==> config.mk <==
export PLATFORM = sky130hd
export DESIGN_NAME = burst_addr_seq
export DESIGN_NICKNAME = d
export VERILOG_FILES = /design/src/rtl/seq_pkg.sv /design/src/rtl/seq_plan.sv /design/src/rtl/seq_addr_next.sv /design/src/rtl/burst_addr_seq.sv
export SDC_FILE = /design/constraint.sdc
export NUM_CORES = 1
export LEC_CHECK = 0
export ABC_AREA = 1
export BUFFER_PORTS_ARGS = -buffer_cell sky130_fd_sc_hd__buf_2
export CORE_ASPECT_RATIO = 0.8
export CORE_MARGIN = 10
export CORE_UTILIZATION = 45
export CTS_CLUSTER_SIZE = 28
export DETAILED_ROUTE_END_ITERATION = 6
export PLACE_DENSITY = 0.66
export SLEW_MARGIN = 10
export SYNTH_ARGS = -nofsm -noshare
export SYNTH_HDL_FRONTEND = slang
export SYNTH_SLANG_ARGS = --single-unit
==> constraint.sdc <==
create_clock -name clk -period 2.7 [get_ports clk]
set_input_delay 0.27 -clock clk [delete_from_list [all_inputs] [get_ports clk]]
set_output_delay 0.27 -clock clk [all_outputs]
set_load 0.05 [all_outputs]
==> src/rtl/seq_pkg.sv <==
package seq_pkg;

  typedef enum logic [1:0] {
    TR_IDLE   = 2'b00,
    TR_BUSY   = 2'b01,
    TR_NONSEQ = 2'b10,
    TR_SEQ    = 2'b11
  } trans_e;

  localparam logic [2:0] BK_SINGLE = 3'b000;
  localparam logic [2:0] BK_INCR   = 3'b001;
  localparam logic [2:0] BK_WRAP4  = 3'b010;
  localparam logic [2:0] BK_INCR4  = 3'b011;
  localparam logic [2:0] BK_WRAP8  = 3'b100;
  localparam logic [2:0] BK_INCR8  = 3'b101;
  localparam logic [2:0] BK_WRAP16 = 3'b110;
  localparam logic [2:0] BK_INCR16 = 3'b111;

endpackage

==> src/rtl/seq_plan.sv <==
// Decodes a request into its beat count and the address mask of the
// window the low address bits advance in (all ones for incrementing kinds).
module seq_plan #(
  parameter int AW = 32,
  parameter int LW = 8,
  parameter int CW = 8
) (
  input  logic [2:0]    kind,
  input  logic [2:0]    size,
  input  logic [LW-1:0] len,
  output logic [CW-1:0] beats,
  output logic [AW-1:0] win_mask
);
  import seq_pkg::*;

  logic [2:0] lg;       // log2 of the fixed beat count
  logic       wrapping;
  logic [4:0] wbits;

  always_comb begin
    lg       = 3'd0;
    wrapping = 1'b0;
    beats    = CW'(1);
    unique case (kind)
      BK_SINGLE: begin lg = 3'd0; beats = CW'(1); end
      BK_INCR:   beats = (len == '0) ? CW'(1) : CW'(len);
      BK_WRAP4:  begin lg = 3'd2; wrapping = 1'b1; beats = CW'(4);  end
      BK_INCR4:  begin lg = 3'd2; beats = CW'(4);  end
      BK_WRAP8:  begin lg = 3'd3; wrapping = 1'b1; beats = CW'(8);  end
      BK_INCR8:  begin lg = 3'd3; beats = CW'(8);  end
      BK_WRAP16: begin lg = 3'd4; wrapping = 1'b1; beats = CW'(16); end
      BK_INCR16: begin lg = 3'd4; beats = CW'(16); end
      default:   beats = CW'(1);
    endcase
    wbits    = 5'(lg) + 5'(size);
    win_mask = wrapping ? ((AW'(1) << wbits) - AW'(1)) : {AW{1'b1}};
  end

endmodule

==> src/rtl/seq_addr_next.sv <==
// Next beat address: bits outside the window stay, bits inside advance by 2^size.
module seq_addr_next #(
  parameter int AW = 32
) (
  input  logic [AW-1:0] cur,
  input  logic [2:0]    size,
  input  logic [AW-1:0] win_mask,
  output logic [AW-1:0] nxt
);
  logic [AW-1:0] bumped;

  always_comb begin
    bumped = cur + (AW'(1) << size);
    nxt    = (cur & ~win_mask) | (bumped & win_mask);
  end

endmodule

==> src/rtl/burst_addr_seq.sv <==
module burst_addr_seq #(
  parameter int AW = 32,
  parameter int LW = 8
) (
  input  logic          clk,
  input  logic          rst,
  input  logic          req_valid,
  input  logic [AW-1:0] req_addr,
  input  logic [2:0]    req_size,
  input  logic [2:0]    req_kind,
  input  logic [LW-1:0] req_len,
  input  logic          req_write,
  input  logic          src_ready,
  input  logic          bus_ready,
  input  logic          bus_err,
  output logic [AW-1:0] bus_addr,
  output logic [1:0]    bus_trans,
  output logic [2:0]    bus_kind,
  output logic [2:0]    bus_size,
  output logic          bus_write,
  output logic          done,
  output logic          done_err
);
  import seq_pkg::*;

  localparam int CW = (LW > 5) ? LW : 5;

  trans_e        trans_q;
  logic [AW-1:0] addr_q, mask_q, plan_mask, addr_nxt;
  logic [2:0]    kind_q, size_q;
  logic          write_q, act_q, done_q, derr_q;
  logic [CW-1:0] left_q, plan_beats;

  seq_plan #(.AW(AW), .LW(LW), .CW(CW)) u_plan (
    .kind     (req_kind),
    .size     (req_size),
    .len      (req_len),
    .beats    (plan_beats),
    .win_mask (plan_mask)
  );

  seq_addr_next #(.AW(AW)) u_next (
    .cur      (addr_q),
    .size     (size_q),
    .win_mask (mask_q),
    .nxt      (addr_nxt)
  );

  always_ff @(posedge clk) begin
    if (rst) begin
      trans_q <= TR_IDLE;
      addr_q  <= '0;
      mask_q  <= '0;
      kind_q  <= '0;
      size_q  <= '0;
      write_q <= 1'b0;
      act_q   <= 1'b0;
      left_q  <= '0;
      done_q  <= 1'b0;
      derr_q  <= 1'b0;
    end else begin
      done_q <= 1'b0;
      derr_q <= 1'b0;
      if (act_q && bus_err) begin
        act_q   <= 1'b0;
        trans_q <= TR_IDLE;
        done_q  <= 1'b1;
        derr_q  <= 1'b1;
      end else if (bus_ready) begin
        if (!act_q) begin
          if (req_valid) begin
            act_q   <= 1'b1;
            trans_q <= TR_NONSEQ;
            addr_q  <= req_addr;
            mask_q  <= plan_mask;
            kind_q  <= req_kind;
            size_q  <= req_size;
            write_q <= req_write;
            left_q  <= plan_beats - CW'(1);
          end else begin
            trans_q <= TR_IDLE;
          end
        end else begin
          unique case (trans_q)
            TR_NONSEQ, TR_SEQ: begin
              if (left_q == '0) begin
                act_q   <= 1'b0;
                trans_q <= TR_IDLE;
                done_q  <= 1'b1;
              end else begin
                addr_q <= addr_nxt;
                if (src_ready) begin
                  trans_q <= TR_SEQ;
                  left_q  <= left_q - CW'(1);
                end else begin
                  trans_q <= TR_BUSY;
                end
              end
            end
            TR_BUSY: begin
              if (src_ready) begin
                trans_q <= TR_SEQ;
                left_q  <= left_q - CW'(1);
              end
            end
            default: trans_q <= TR_IDLE;
          endcase
        end
      end
    end
  end

  assign bus_addr  = addr_q;
  assign bus_trans = trans_q;
  assign bus_kind  = kind_q;
  assign bus_size  = size_q;
  assign bus_write = write_q;
  assign done      = done_q;
  assign done_err  = derr_q;

  // Checks start two cycles after reset so $past never sees pre-reset values.
  logic [1:0] live_q;
  always_ff @(posedge clk) begin
    if (rst) live_q <= 2'd0;
    else if (live_q != 2'd2) live_q <= live_q + 2'd1;
  end

  AST_HOLD_ON_WAIT: assert property (@(posedge clk) disable iff (rst || live_q != 2'd2)
    $past(!bus_ready && !bus_err) |-> ($stable(bus_addr) && $stable(bus_trans) &&
      $stable(bus_kind) && $stable(bus_size) && $stable(bus_write)));
  AST_NONSEQ_FROM_IDLE: assert property (@(posedge clk) disable iff (rst || live_q != 2'd2)
    (bus_trans == 2'b10 && !$stable(bus_trans)) |-> $past(bus_trans) == 2'b00);
  AST_SEQ_IN_BURST: assert property (@(posedge clk) disable iff (rst || live_q != 2'd2)
    (bus_trans == 2'b11) |-> $past(bus_trans) != 2'b00);
  AST_DONE_WITH_IDLE: assert property (@(posedge clk) disable iff (rst || live_q != 2'd2)
    done |-> bus_trans == 2'b00);
  AST_DONE_ONE_CYCLE: assert property (@(posedge clk) disable iff (rst || live_q != 2'd2)
    done |=> !done);
  AST_ERR_ABORTS: assert property (@(posedge clk) disable iff (rst || live_q != 2'd2)
    $past(bus_err && act_q) |-> (bus_trans == 2'b00 && done && done_err));
  AST_ERR_FLAG_PAIRED: assert property (@(posedge clk) disable iff (rst || live_q != 2'd2)
    done_err |-> done);

endmodule

== Yosys cells after proc, flatten, opt, wreduce, memory -nomap -nowiden ==
Index checks and enable logic that the tools add are counted.

* Reduce and logical (&&, ||, !) cells: 15
* Shifts and indexed selects: 2
* Equal/unequal tests: 15
* $mul: 0
* Add/sub/neg operators: 5
* Order comparisons: 0
* Multiplexer cells: 30
* Bitwise logic cells: 6
* Div/mod/pow operators: 0

{| class="wikitable"
|+ Operator list
! operator !! count
|-
| $mux 32 || 5
|-
| $and 32x32->32 || 2
|-
| $mux 8 || 5
|-
| $pmux 8 s5 || 1
|-
| $add 32x32->32 || 1
|-
| $not 32->32 || 1
|-
| $or 32x32->32 || 1
|-
| $shl 1x3->32 const A || 1
|-
| $shl 1x5->32 const A || 1
|-
| $sub 32x1->32 const B || 1
|-
| $logic_not 8->1 || 2
|-
| $pmux 8 s2 || 1
|-
| $sub 8x1->8 const B || 2
|-
| $eq 3x3->1 const B || 4
|-
| $mux 1 || 11
|-
| $mux 2 || 5
|-
| $reduce_and 5->1 || 2
|-
| $reduce_or 2->1 || 5
|-
| $pmux 3 s3 || 1
|-
| $eq 3x2->1 const B || 2
|-
| $ne 3x3->1 const B || 2
|-
| $add 3x3->4 || 1
|-
| $eq 2x2->1 const B || 2
|-
| $pmux 2 s2 || 1
|-
| 12 further kinds || 13
|}

* Latch bits: 0
* Memories kept: 0
* Bits in registers: 84
* ROM bits: 0
* Memory bits (writable): 0
* Output and inout bits: 43
* Logic and storage cells: 83

== Longest topological paths before layout ==
Gate-level depths: netlist (run 1).

* Depth in word-level cells: 7
* Depth in mapped cells: 19
* Mapped depth without buffers: 19

== Cells and area by module ==
From an unflattened synthesis (run 1), not the netlist that was laid out.

* Cells, all modules: 1053
* Area total of the unflattened synthesis: 6169.7 um^2

{| class="wikitable"
|+ Modules (own cells, without submodules)
! module !! times used !! area each (um^2) !! cells an instance
|-
| burst_addr_seq || 1 || 3856.2 || 577
|-
| seq_addr_next || 1 || 1539.0 || 328
|-
| seq_plan || 1 || 774.5 || 148
|}

== Worst setup path after synthesis (run 1) ==
No wires, ideal clock.

* Kind: reg-to-reg
* Start point: register size_q[0], in the netlist bus_size[0]
* End point: register with a tool-made name
* Buffers on the path: 0
* Data required time: 2.582 ns
* Setup slack: 0.050 ns
* Arrival time: 2.532 ns
* Period minus slack after synthesis: 2.650 ns
* Cell stages (with the launch flop): 15
* Path through: dfxtp_1 > inv_1 > nor3_1 > inv_1 > fa_1 > o21ai_0 > nand2_1 > nand2_1 > nand2_1 > inv_1 > nand2_1 > nand2_1 > nand2_1 > nand2_1 > a21oi_1

{| class="wikitable"
|+ RTL lines
! element !! line !! source
|-
| start, declared || burst_addr_seq.sv:30 || <nowiki>logic [2:0] kind_q, size_q;</nowiki>
|-
| start signal, assigned || burst_addr_seq.sv:77 || <nowiki>size_q <= req_size;</nowiki>
|}

==> flow_metrics.tcl, run 1 <==
set metrics [dict create \
    fin_cells 1222 \
    async_reset_ff_share_pct 0 \
    synth-seq-cells 83 \
    crit_chain "inv_1 -> nor3_1 -> inv_1 -> fa_1 -> o21ai_0 -> buf_4 -> nand2_1 -> nand2_1 -> nand2_1 -> nand2_2 -> nand3_1 -> nand2_1 -> nand2_1 -> a21oi_1" \
    ant_nets 0 \
    dpl.cell_count 1206 \
    drive_above_1_share_pct 15.98 \
    post-cts-setup-buffers 0 \
    grt_max_degree 71 \
    die_w_microns 145.6 \
    path_depth 14 \
    drtPass1Iterations 5 \
    grt_pass1_wl_mm 30.06 \
    vdd_drop_max_v 0.0003221 \
    num-fill-cells 1333 \
    slowest_stage "fa_1" \
    avgSynthCellArea_sq_um 6.048 \
    synth_ff_type "dfxtp_1" \
    ys_warn_count 0 \
    cellLeakagePower_nw 3.514 \
    cellPowerDensity_mw_per_mm2 577.7 \
    cp_max_fo 5 \
    cts_buffers 9 \
    synth-edff-count 0 \
    synthTopCellsByArea "dfxtp_1 (29%), nand2_1 (18%), inv_1 (9.8%), a21oi_1 (8.4%), nand3_1 (6.0%)" \
    die_h_microns 120.5 \
    synth-compound-area-share_pct 18.73 \
    dpl.hpwl_mm 14.10 \
    route.met2.wl_mm 7.351 \
    arrival_ns 2.70 \
    synthAdderAreaFrac_pct 4.010 \
    final_nets 1116 \
    via_count 6266 \
    crit-reg2reg-launch "bus_size[0]" \
    cp-start-kind "flip-flop" \
    finalClockSkew_ns 0.01346 \
    syn_area_sq_mm 0.005679 \
    startpoint "bus_size[0]" \
    holdWs_ns 0.1684 \
    crit_buf_inv 3 \
    grt_pass1_vias 5623 \
    drv_slew 0 \
    via_per_inst 5.128 \
    antenna_found_initial 0 \
    clk_latency_ns 0.35 \
    ios 96 \
    maxCapViolCount 0 \
    ys_types 48 \
    syn_inst 939 \
    gp_congestion 0.9338 \
    reg2regPathDepth 14 \
    cpMostUsedCell "nand2_1" \
    clk_pin_slew_ns 0.06 \
    antennaDiodeCount 0 \
    core_sq_mm 0.01225 \
    highest_layer "met4" \
    crit_required_ns 2.97 \
    root_buffer "clkbuf_16" \
    clock_path_buffers 2 \
    drt_iter0_markers 672 \
    synth_top_area_share_pct 29.26 \
    hold_depth 3 \
    synth_nets 1009 \
    hp-class "input port to flip-flop" \
    status "finished clean" \
    track_usage_pct 20.80 \
    wl_mm 18.45 \
    met3_length_mm 1.505 \
    clock-sinks 83 \
    path_class "flip-flop to flip-flop" \
    crit_family "simple AND/OR/NAND/NOR gates" \
    max_freq_mhz 411.9 \
    holdCritStartpoint "req_write" \
    synthMuxAreaShare_pct 0 \
    grt_overflow 0 \
    syn2layout_area_growth_pct 19.74 \
    yosysTopAreaCell "dfxtp_1" \
    wl_per_cell_microns 15.09 \
    initial_core_util_pct 46.35 \
    critical_path.max_stage_delay_ns 0.44 \
    finalHoldViolCount 0 \
    die_area_sq_mm 0.01754 \
    drcViolationCount 0 \
    ys_seq_area_share_pct 29.26 \
    slew_headroom_pct 47.69 \
    synth-simple-area-share_pct 34.15 \
    setup_violations 0 \
    crit_path_end_kind "flip-flop" \
    synth_top_family_by_area "simple AND/OR/NAND/NOR gates" \
    worst_pin_slew_ns 0.7847 \
    tritoncts "built" \
    port_buffers 95 \
    post-route-min-period_ns 2.428 \
    fin_crit_sh_pct 89.92 \
    h-tree-depth 3 \
    synth_xor_area_share_pct 1.234 \
    fp-row-count 36 \
    wl_met1_mm 9.352 \
]
## final timing paths
check                           slack, ns          to
worst max register to register       0.27   flip-flop
worst min-delay path                 0.17   bus_write
worst max-delay path                 0.27   flip-flop
worst min register to register       0.46  mask_q[23]
## final cells by class
class | instances | area [sq um] | area share, %
Sequential cell | 83 | 1663 | 24.45
Timing Repair Buffer | 125 | 700.7 | 10.30
Inverter | 153 | 574.3 | 8.445
Clock buffer | 11 | 252.7 | 3.717
Tap cell | 171 | 214.0 | 3.146
Clock inverter | 5 | 85.08 | 1.251
Multi-Input combinational cell | 674 | 3311 | 48.68
## worst min-delay path, delay by kind of cell
kind	cells	cell delay, ns
buffers and inverters	1	0.07
AO/OA/AOI/OAI	1	0.07
AND/OR/NAND/NOR	1	0.07
## metrics by stage
step / utilization, % / worst slack (ns) / setup TNS (ns) / total power [mW] / area (sq um)
floorplan: - / 0.05017 / 0 / 2.199 / 5679
global route: 55.50 / -0.01456 / -0.01456 / 4.125 / 6800
detailed placement: 52.67 / -0.04407 / -0.1345 / 2.533 / 6452
global placement: 52.67 / 0.02764 / 0 / 2.528 / 6452
finish: 55.50 / 0.2721 / 0 / 3.929 / 6800
CTS: 55.42 / 0.2348 / 0 / 3.937 / 6790
## routing by layer
metal  GRT usage (%)  up-vias
li1                -     3245
met1           30.47     2767
met2           30.07      233
met3           4.547       21
met4           5.044        0
met5               0        -
## placed cells by master, fill, tap and decap left out, types with 3 or more instances in the layout
| cell | n |
|---|---|
| o22ai_1 | 3 |
| nand3_1 | 68 |
| buf_4 | 30 |
| xor2_1 | 5 |
| inv_2 | 3 |
| a211oi_1 | 3 |
| o21ai_0 | 58 |
| ha_1 | 15 |
| a31oi_1 | 4 |
| inv_1 | 148 |
| clkbuf_16 | 9 |
| nor3_1 | 21 |
| a221oi_1 | 3 |
| a21oi_1 | 95 |
| o21ai_2 | 7 |
| dfxtp_1 | 82 |
| nor2_1 | 71 |
| nand4_1 | 18 |
| nand2_1 | 264 |
| nand2_2 | 4 |
| buf_2 | 95 |
| xnor2_1 | 3 |
## cell usage after synthesis, types with 5 or more instances
library cell  instances
a21oi_1              95
xor2_1                5
inv_1               148
o21ai_0              58
nand4_1              18
dfxtp_1              83
nand3_1              68
nor3_1               22
ha_1                 15
nand2_1             266
buf_2                 5
o21ai_2               7
clkbuf_1             13
buf_1                 7
nor2_1               71
## timing repair
action                                  CTS  global route
endpoints found under the setup margin    0             5
gates resized for setup                   0             3
hold buffers                              0             0
## report_power, final
group          internal, mW  switching, mW
clock                 0.865          0.544
sequential             1.33          0.117
combinational         0.337          0.732
## cells by family after synthesis
kind of cell	Yosys count
AND/OR/NAND/NOR	459
AO/OA/AOI/OAI	190
buffers and inverters	182
flip-flops	83
adder cells (fa/ha/maj)	17
XOR/XNOR	8
(Power assumes the default switching activity.)
==> inputs of run 2 (changes only) <==
CORE_ASPECT_RATIO = 1.2   (was 0.8)
==> run 2 against run 1 <==
  * Cell area decreased by 1.4%
  * Register-to-register slack got worse by 0.05 ns
  * Sequential power about the same
  * Power decreased by 2.5%
  * Hold slack improved by 0.0040 ns
==> flow_metrics.tcl, run 2 (same netlist as run 1, synthesis figures left out) <==
set metrics [dict create \
    status "finished clean" \
    top_usage_layer "met2" \
    tritoncts "built" \
    crit_chain "nor3_1 -> ha_1 -> inv_1 -> fa_1 -> o21ai_0 -> buf_4 -> nand2_1 -> nand2_1 -> nand2_1 -> nand2_2 -> nand2_1 -> nand2_1 -> nand2_1 -> nand2_1 -> a21oi_1" \
    crit_path_end_kind "flip-flop" \
    die_h_microns 143.1 \
    clk_pin_slew_ns 0.07 \
    pre_cts_ws_ns -0.04304 \
    antenna_found_initial 0 \
    syn2layout_area_growth_pct 18.02 \
    drv_slew 0 \
    drcViolationCount 0 \
    cp-start-kind "flip-flop" \
    worst_pin_slew_ns 0.6865 \
    port_buffers 95 \
    vdd_drop_max_v 0.0002674 \
    fin_cells 1201 \
    cts_buffers 9 \
    utilization_pct 54.84 \
    ios 96 \
    met1_usage_pct 24.52 \
    holdWs_ns 0.1724 \
    root_buffer "clkbuf_16" \
    clock-sinks 83 \
    drive_above_1_share_pct 15.10 \
    grt_pass1_vias 5875 \
    clk_latency_ns 0.34 \
    track_usage_pct 19.75 \
    arrival_ns 2.71 \
    fp-row-count 44 \
    wl_mm 17.14 \
    postLayoutCellArea_sq_mm 0.006703 \
    grt_pass1_wl_mm 28.53 \
    tns_ns 0 \
    core_sq_mm 0.01222 \
    wl_per_cell_microns 14.27 \
    slew_headroom_pct 54.23 \
    post-route-min-period_ns 2.476 \
    grt_overflow 0 \
    fin_crit_sh_pct 91.71 \
    dpl.hpwl_mm 12.75 \
    final_nets 1106 \
    cellLeakagePower_nw 3.465 \
    postCtsHoldBufs 0 \
    finalClockSkew_ns 0.005733 \
    max_freq_mhz 403.8 \
    setup_violations 0 \
    clock_path_buffers 2 \
    drt_iter0_markers 411 \
    hp-class "input port to flip-flop" \
    critical_path.max_stage_delay_ns 0.41 \
    setup_slack_ns 0.2238 \
    drtPass1Iterations 6 \
    power_mw 3.830 \
    antennaDiodeCount 0 \
    path_class "flip-flop to flip-flop" \
    cpMostUsedCell "nand2_1" \
    via_per_inst 5.148 \
    cp_max_fo 6 \
    maxCapViolCount 0 \
    use_met2_pct 33.48 \
    slowest_stage "fa_1" \
    post-cts-setup-buffers 0 \
    ant_nets 0 \
    h-tree-depth 3 \
    crit_required_ns 2.93 \
    gp_congestion 0.9638 \
    via_count 6183 \
    initial_core_util_pct 46.47 \
    die_area_sq_mm 0.01753 \
    dpl.cell_count 1186 \
    cellPowerDensity_mw_per_mm2 571.4 \
    finalHoldViolCount 0 \
    gr-usage-met3_pct 3.550 \
    mostFrequentLayoutCells "nand2_1 (265), inv_1 (148), a21oi_1 (95), buf_2 (95), dfxtp_1 (81)" \
    die_w_microns 122.6 \
    final_common_cell "nand2_1" \
    place_area_sq_mm 0.006377 \
    grt_max_degree 64 \
]
[run 2: worst paths after layout]
| check | slack (ns) | from | cells after the start | endpoint |
|---|---|---|---|---|
| setup / recovery | 0.22 | bus_size[2] | 15 | flip-flop |
| hold / removal | 0.17 | req_write | 3 | bus_write |
| setup reg to reg | 0.22 | bus_size[2] | 15 | flip-flop |
| hold reg to reg | 0.47 | mask_q[21] | 2 | mask_q[21] |
[run 2: routing by layer]
metal / wire [microns] / vias to the layer above
li1: - / 3227
met3: 1072 / 25
met4: 377 / 0
met5: 0 / -
met1: 7570 / 2765
met2: 8115 / 166
[run 2: layout make-up]
type | instances | area [sq um]
Sequential cell | 83 | 1664
Inverter | 153 | 574.3
Fill cell | 1279 | 5519
Clock buffer | 10 | 239.0
Tap cell | 161 | 201.4
Multi-Input combinational cell | 674 | 3308
Clock inverter | 5 | 77.57
Timing Repair Buffer | 115 | 638.1
[run 2: timing repair]
action                                  4_1_cts  5_1_grt
endpoints found under the setup margin        0        9
endpoints found under the hold margin         0        0
resized for setup                             0        3
[run 2: worst max-delay path: cells and delay by family (launching register included)]
family                   cells  cell delay (ns)
AO/OA/AOI/OAI                2             0.25
adder cells (fa/ha/maj)      2             0.61
buffers and inverters        2             0.21
flip-flops                   1             0.39
AND/OR/NAND/NOR              9             0.92
[run 2: report_power, final]
part	switching, mW	internal [mW]	total, mW	leakage [nW]
combinational	0.700	0.323	1.02	2.63
sequential	0.115	1.33	1.45	0.684
clock	0.530	0.828	1.36	0.154
total	1.35	2.48	3.83	3.47
